**config.mk**
```make
export PLATFORM = sky130hd
export DESIGN_NAME = cal_search_seq
export DESIGN_NICKNAME = d
export VERILOG_FILES = /design/src/rtl/cal_search_seq.sv
export SDC_FILE = /design/constraint.sdc
export NUM_CORES = 1
export LEC_CHECK = 0
export CAP_MARGIN = 5
export CORE_AREA = 2 2 39 41
export CTS_CLUSTER_SIZE = 40
export DETAILED_ROUTE_END_ITERATION = 12
export DIE_AREA = 0 0 41 43
export DONT_BUFFER_PORTS = 1
export GPL_TIMING_DRIVEN = 0
export PLACE_DENSITY = 0.72
export SKIP_CTS_REPAIR_TIMING = 1
export SLEW_MARGIN = 20
export SYNTH_ARGS = -nofsm -noshare
export SYNTH_HDL_FRONTEND = slang
export SYNTH_SLANG_ARGS = --single-unit
```
**constraint.sdc**
```tcl
create_clock -name clk -period 2.15 [get_ports clk]
set_input_delay 0.43 -clock clk [delete_from_list [all_inputs] [get_ports clk]]
set_output_delay 0.43 -clock clk [all_outputs]
set_load 0.02 [all_outputs]
```
**src/rtl/cal_search_seq.sv**
```systemverilog
module cal_search_seq #(
  parameter int TRIM_W      = 4,
  parameter int CONV_CYCLES = 14
) (
  input  logic              clk,
  input  logic              rst,
  input  logic              cmp_in,
  output logic [TRIM_W-1:0] trim_code,
  output logic              cal_busy,
  output logic              cal_done,
  output logic              phase_clk,
  output logic              cm_connect,
  output logic              conv_start,
  output logic              conv_busy
);
  localparam int CNT_W = $clog2(CONV_CYCLES + 1);
  localparam logic [TRIM_W-1:0] TOP_BIT = {1'b1, {(TRIM_W-1){1'b0}}};

  logic [TRIM_W-1:0] trim_q, probe_q, trim_nxt;
  logic              phase_q, busy_q, done_q, cmp_q, start_q;
  logic [CNT_W-1:0]  conv_cnt_q;
  logic              decide;

  assign decide   = busy_q && !phase_q;
  assign trim_nxt = (cmp_q ? trim_q : (trim_q & ~probe_q)) | (probe_q >> 1);

  always_ff @(posedge clk or posedge rst) begin
    if (rst) begin
      trim_q     <= TOP_BIT;
      probe_q    <= TOP_BIT;
      phase_q    <= 1'b1;
      busy_q     <= 1'b1;
      done_q     <= 1'b0;
      start_q    <= 1'b0;
      conv_cnt_q <= '0;
    end else begin
      if (busy_q) phase_q <= ~phase_q;
      start_q <= 1'b0;
      if (conv_cnt_q != '0) conv_cnt_q <= conv_cnt_q - 1'b1;
      if (decide) begin
        trim_q  <= trim_nxt;
        probe_q <= probe_q >> 1;
        if (probe_q[0]) begin
          busy_q     <= 1'b0;
          done_q     <= 1'b1;
          start_q    <= 1'b1;
          conv_cnt_q <= CNT_W'(CONV_CYCLES);
        end
      end
    end
  end

  always_ff @(negedge clk or posedge rst) begin
    if (rst)         cmp_q <= 1'b0;
    else if (decide) cmp_q <= cmp_in;
  end

  assign trim_code  = trim_q;
  assign cal_busy   = busy_q;
  assign cal_done   = done_q;
  assign phase_clk  = phase_q;
  assign cm_connect = busy_q ? phase_q : ~done_q;
  assign conv_start = start_q;
  assign conv_busy  = conv_cnt_q != '0;
endmodule


```
### Yosys cells after proc, flatten, opt, wreduce, memory -nomap -nowiden

Cells that the tools add are included.

| word-level totals | value |
|---|---|
| bits in registers | 17 |
| bits of input ports | 3 |
| output and inout bits | 10 |
| logic and storage cells | 25 |

| operators by class | value |
|---|---|
| add/sub/neg operators | 1 |
| multiplexer cells | 7 |
| bitwise logic cells | 5 |
| reduce and logical (&&, ||, !) cells | 4 |

Operators by type and width:

| operator | count |
|---|---|
| $mux W4 | 4 |
| $and A4 B4 Y4 | 1 |
| $not A4 Y4 | 1 |
| $or A4 B3 Y4 | 1 |
| $reduce_bool A4 Y1 | 1 |
| $sub A4 B1 Y4 const B | 1 |
| $mux W1 | 3 |
| $not A1 Y1 | 2 |
| $reduce_and A2 Y1 | 1 |
| $logic_and A1 B1 Y1 | 1 |
| $logic_not A1 Y1 | 1 |

### Logic depth before layout (Yosys ltp)

Gate-level depths: netlist of the first run.

| logic depth | value |
|---|---|
| word-level depth | 4 |
| depth in mapped cells | 5 |
| gate-level depth less buffers | 5 |

==> impl_metrics.ini, run 1 <==
[logic_synthesis]
synthCells = 57
synth-async-reset-ratio_pct = 100
yosys_warnings = 0
synth-seq-cells = 17
syn-num-nets = 61
syn-cell-area_sq_um = 691
yosysUniqueCellTypes = 25
synth-edff-count = 0
syn_area_per_cell_sq_um = 12.1
synth_seq_area_share_pct = 62.3
synth_flop_cell = dfrtp_1

[detailed_routing]
drc_errors = 0
vias = 409
via_per_inst = 5.18
first_pass_iters = 2
ant_nets = 0
wl_per_cell_microns = 13.6
drt_iter0_drc = 2
totalWireLength_mm = 1.08

[sta]
finalMaxSlewViolations = 0
fin_worst_skew_ns = 0.00290
setup_viol = 1
rsz0062_at_grt = yes
max_slew_margin_pct = 57.4
hold_viol_final = 0
fin_hold_ws_ns = 0.111
setup_ws_ns = -0.293
worstMarginPinSlew_ns = 0.639

[global_routing]
grtUsageTotal_pct = 13.9
grt_max_degree = 18
grt_pass1_wl_mm = 1.64
grt_pass1_vias = 402
antenna_found_initial = 0
grt_overflow_total = 0

[power_and_ir_drop]
peakVddDrop_mv = 0.273
power_density_mw_per_mm2 = 639
power_mw = 0.490
leakagePower_nw = 0.396

[critical_path]
arrival_ns = 1.50
crit_type = register to register
end_kind = register
required_ns = 1.21
cp-start-kind = register
cp_max_fo = 6
ff2ff_setup_slack_ns = -0.29
reg2reg_to = cmp_q$_DFFE_NP0P_
slowest_delay_ns = 0.65
r2r_start = cal_busy$_DFFE_PP1P_
cp_cell_sequence = nor2b_4 -> buf_6 -> mux2_4
cp_slowest_cell = dfstp_2
critPathLaunch = cal_busy$_DFFE_PP1P_
r2r_cells = 3

[clock_network]
cts_inserted_buffers = 3
insertion_delay_ns = 0.28
path_clk_slew_ns = 0.09
cts.htree.levels = 1
tritoncts = yes
cts_num_sinks = 17
cts_root_buf = clkbuf_4
clk_path_buf_depth = 2

[flow_run]
maxCapViolCount = 0

[die]
start_util_pct = 49.9
die_w_microns = 41
die_h_microns = 43
fp-row-count = 14
die_area_sq_mm = 0.00176
ioPinCount = 13
core_area_sq_mm = 0.00138

[cells_and_area]
final_nets = 68
layout-drive-gt1-share_pct = 23.8
area_growth_pct = 11.1
antenna_cells = 0

[place]
globalplace.congestion = 0.614
hpwl_microns = 751
io_buffers = 0

[outcome]
status = finished, violations left
violations = negative setup slack

[worst_hold_path]
min_path_type = primary input to asynchronous set/reset pin
worst max-delay path, delay by kind of cell (launching register included):
family	cells	cell delay, ns
mux	1	0.29
flops	1	0.65
buf+inv	1	0.11
simple gates	1	0.18
synth_stat cells, drive strengths merged (2+ instances only):
cell	number	share of area, %
o21ai	3	2.2
dfrtp	12	43
nand2	5	2.7
nor3b	2	3.6
mux2	3	4.9
dfstp	4	15
a22o	2	2.5
inv	8	4.3
nor2b	2	1.8
nor2	2	1.1
state kept, by name, indices dropped and copies added, names as in the netlist:
signal      cells
probe_q         4
trim_code       4
conv_start      1
cmp_q           1
cal_busy        1
conv_cnt_q      4
cal_done        1
phase_clk       1
report_power, final:
group	total (mW)	internal (mW)	switching, mW
clock network	0.164	0.0720	0.0919
logic	0.00611	0.000201	0.00591
registers	0.320	0.320	0
kinds of logic (layout without fill, tap and decap cells):
family	Yosys count	in the layout	synth area share [%]
fa+ha+maj	1	1	1.81
mux	3	3	4.89
compound gates	10	10	10.1
xor+xnor	2	2	2.54
simple gates	15	15	12.9
flops	17	17	62.3
buf+inv	9	15	5.44
worst max-delay path by stage:
stage,to
after detailed placement,cmp_q$_DFFE_NP0P_
after global placement,cmp_q$_DFFE_NP0P_
after global routing,cmp_q$_DFFE_NP0P_
after floorplan,cmp_q$_DFFE_NP0P_
after CTS,cmp_q$_DFFE_NP0P_
final,cmp_q$_DFFE_NP0P_
layer usage:
layer / GRT usage (%) / vias to the layer above / part of all wire (%)
met1: 18.8 / 197 / 47
met4: 8.00 / 0 / 0.56
li1: - / 203 / -
met2: 19.4 / 7 / 49
met3: 3.66 / 2 / 4.1
met5: 0 / - / 0
cells in the final DEF (no fill, tap or decap), types with 2 or more instances in the layout:
cell type	netlist	final
nand2_1	5	5
clkbuf_4	0	3
buf_4	1	2
mux2_1	3	2
o21ai_0	3	3
inv_1	7	7
dfstp_2	4	4
nor3b_2	2	2
a22o_1	2	2
nor2_1	2	2
dfrtp_1	12	12
metrics by stage:
stage          utilization [%]  worst slack [ns]  area [sq um]  setup TNS (ns)  instances
3_5_place_dp              51.6            -0.347           714          -0.347         73
6_report                  55.4            -0.293           767          -0.293         79
3_3_place_gp              51.6            -0.346           714          -0.346         73
2_1_floorplan                -            -0.285           694          -0.285         57
4_1_cts                   53.5            -0.364           741          -0.364         77
5_1_grt                   55.4            -0.337           767          -0.337         79
final cells by class:
type / instances / area [sq um]
flip-flops and latches: 17 / 430
well taps: 16 / 20.0
plain buffers: 1 / 11.3
clock buffers: 4 / 26.3
fillers: 119 / 617
inverters: 8 / 30.0
repair buffers: 2 / 15.0
multi-input cells: 31 / 234
No activity file was read; power rests on OpenSTA's default activity.
==> run 2: changes to the inputs <==
Settings changed: CAP_MARGIN 5 to 20, CORE_AREA 2 2 39 41 to default, CORE_UTILIZATION from default to 30, DIE_AREA 0 0 41 43 to default, PLACE_DENSITY 0.72 to 0.49.
==> run 2 against run 1 <==
  * The run still ends with negative setup slack left
  * Non-clock buffer count increased by 1
  * Combinational power about the same
  * Register-to-register slack got worse by 0.02 ns
  * Final area increased by 1.6%
  * Total power increased by 0.94%
  * Die area increased by 42%
  * Clock power increased by 2%
  * Clock skew increased by 0.0011 ns
  * Critical endpoint unchanged
  * Largest power group unchanged
  * Highest routed layer is now met3
==> impl_metrics.ini, run 2 (synthesis gave the netlist of run 1 again) <==
[outcome]
status = finished, violations left
violations = negative setup slack

[sta]
setup_ws_ns = -0.311
fin_worst_skew_ns = 0.00402
hold_viol_final = 0
setup_viol = 1
max_slew_margin_pct = 57.2
finalMaxSlewViolations = 0
rsz0062_at_grt = yes
worstMarginPinSlew_ns = 0.642

[cells_and_area]
final_common_cell = dfrtp_1
finalCoreUtilization_pct = 35.6
multiInputGateArea_sq_um = 226
area_growth_pct = 12.9
seq_area_sq_um = 430
nFillCells = 235
antenna_cells = 0
mostFrequentLayoutCells = dfrtp_1, inv_1, nand2_1, buf_4, dfstp_2
layout-drive-gt1-share_pct = 25.0
final_nets = 69

[die]
die_area_sq_mm = 0.00250
die_h_microns = 50.0
die_w_microns = 50.0
start_util_pct = 31.5
ioPinCount = 13
fp-row-count = 17
core_area_sq_mm = 0.00219

[place]
hpwl_microns = 793
globalplace.congestion = 0.697
io_buffers = 0

[detailed_routing]
first_pass_iters = 1
via_per_inst = 4.57
totalWireLength_mm = 1.15
ant_nets = 0
vias = 420
wl_per_cell_microns = 12.5
drc_errors = 0
drt_iter0_drc = 0

[critical_path]
required_ns = 1.22
cp_max_fo = 6
arrival_ns = 1.53
crit_type = register to register
ff2ff_setup_slack_ns = -0.31
end_kind = register
cp-start-kind = register

[global_routing]
antenna_found_initial = 0
grt_overflow_total = 0
grt_pass1_wl_mm = 2.01
grt_max_degree = 18
grtUsageTotal_pct = 10.9
grt_pass1_vias = 433

[clock_network]
cts_inserted_buffers = 3
insertion_delay_ns = 0.29
tritoncts = yes
cts.htree.levels = 1
cts_root_buf = clkbuf_4
path_clk_slew_ns = 0.10
cts_num_sinks = 17
clk_path_buf_depth = 2

[power_and_ir_drop]
peakVddDrop_mv = 0.408
leakagePower_nw = 0.403
power_mw = 0.495
power_density_mw_per_mm2 = 634

[flow_run]
maxCapViolCount = 0

[worst_hold_path]
min_path_type = primary input to asynchronous set/reset pin
## run 2: changes by cell type in the layout (fill, tap and decap cells not counted)
cell / before / now
clkbuf_1: 1 / 0
buf_4: 2 / 4
buf_6: 1 / 0
nor2b_1: 1 / 2
clkinv_2: 0 / 1
nor2b_4: 1 / 0
## run 2: critical path, cell delays in order (launching register included)
cell and delay, ns:
dfstp_2 0.65, nor2b_1 0.16, buf_4 0.14, mux2_4 0.29
## run 2: power breakdown
group	total, mW	switching (mW)	internal [mW]
sequential	0.320	0	0.320
clock	0.168	0.0992	0.0692
combinational	0.00614	0.00594	0.000200
total	0.495	0.105	0.389
## run 2: cell type report
cell class	instances	share of cell area (%)
Clock inverter	1	0.642
Tap cell	28	4.49
Multi-Input combinational cell	31	29.1
Timing Repair Buffer	3	2.89
Buffer	1	0.963
Clock buffer	3	2.89
Sequential cell	17	55.2
Inverter	8	3.85
## run 2: through the flow
step	cell area (sq um)	cells	setup TNS (ns)	setup slack, ns	hold slack, ns
after floorplan	694	57	-0.285	-0.285	0.353
after global placement	729	85	-0.358	-0.358	0.444
after detailed placement	729	85	-0.372	-0.372	0.450
after CTS	757	89	-0.385	-0.385	0.110
after global routing	779	92	-0.358	-0.353	0.155
final	779	92	-0.311	-0.311	0.100
## run 2: routing by layer
layer	vias to the layer above	GRT usage, %	share of wire, %
li1	204	-	-
met1	205	12.9	45
met2	11	17.1	48
met3	0	6.79	7.3
met4	0	1.43	0
met5	-	0	0
## run 2: final timing paths
kind | from | endpoint | depth (start not counted)
min reg2reg | probe_q[3]$_DFFE_PP1P_ | probe_q[3]$_DFFE_PP1P_ | 1
max in group asynchronous | rst | cmp_q$_DFFE_NP0P_ | 1
min | rst | probe_q[1]$_DFFE_PP0P_ | 1
max reg2reg | cal_busy$_DFFE_PP1P_ | cmp_q$_DFFE_NP0P_ | 3
max | cal_busy$_DFFE_PP1P_ | cmp_q$_DFFE_NP0P_ | 3
min in group clk | probe_q[3]$_DFFE_PP1P_ | probe_q[3]$_DFFE_PP1P_ | 1
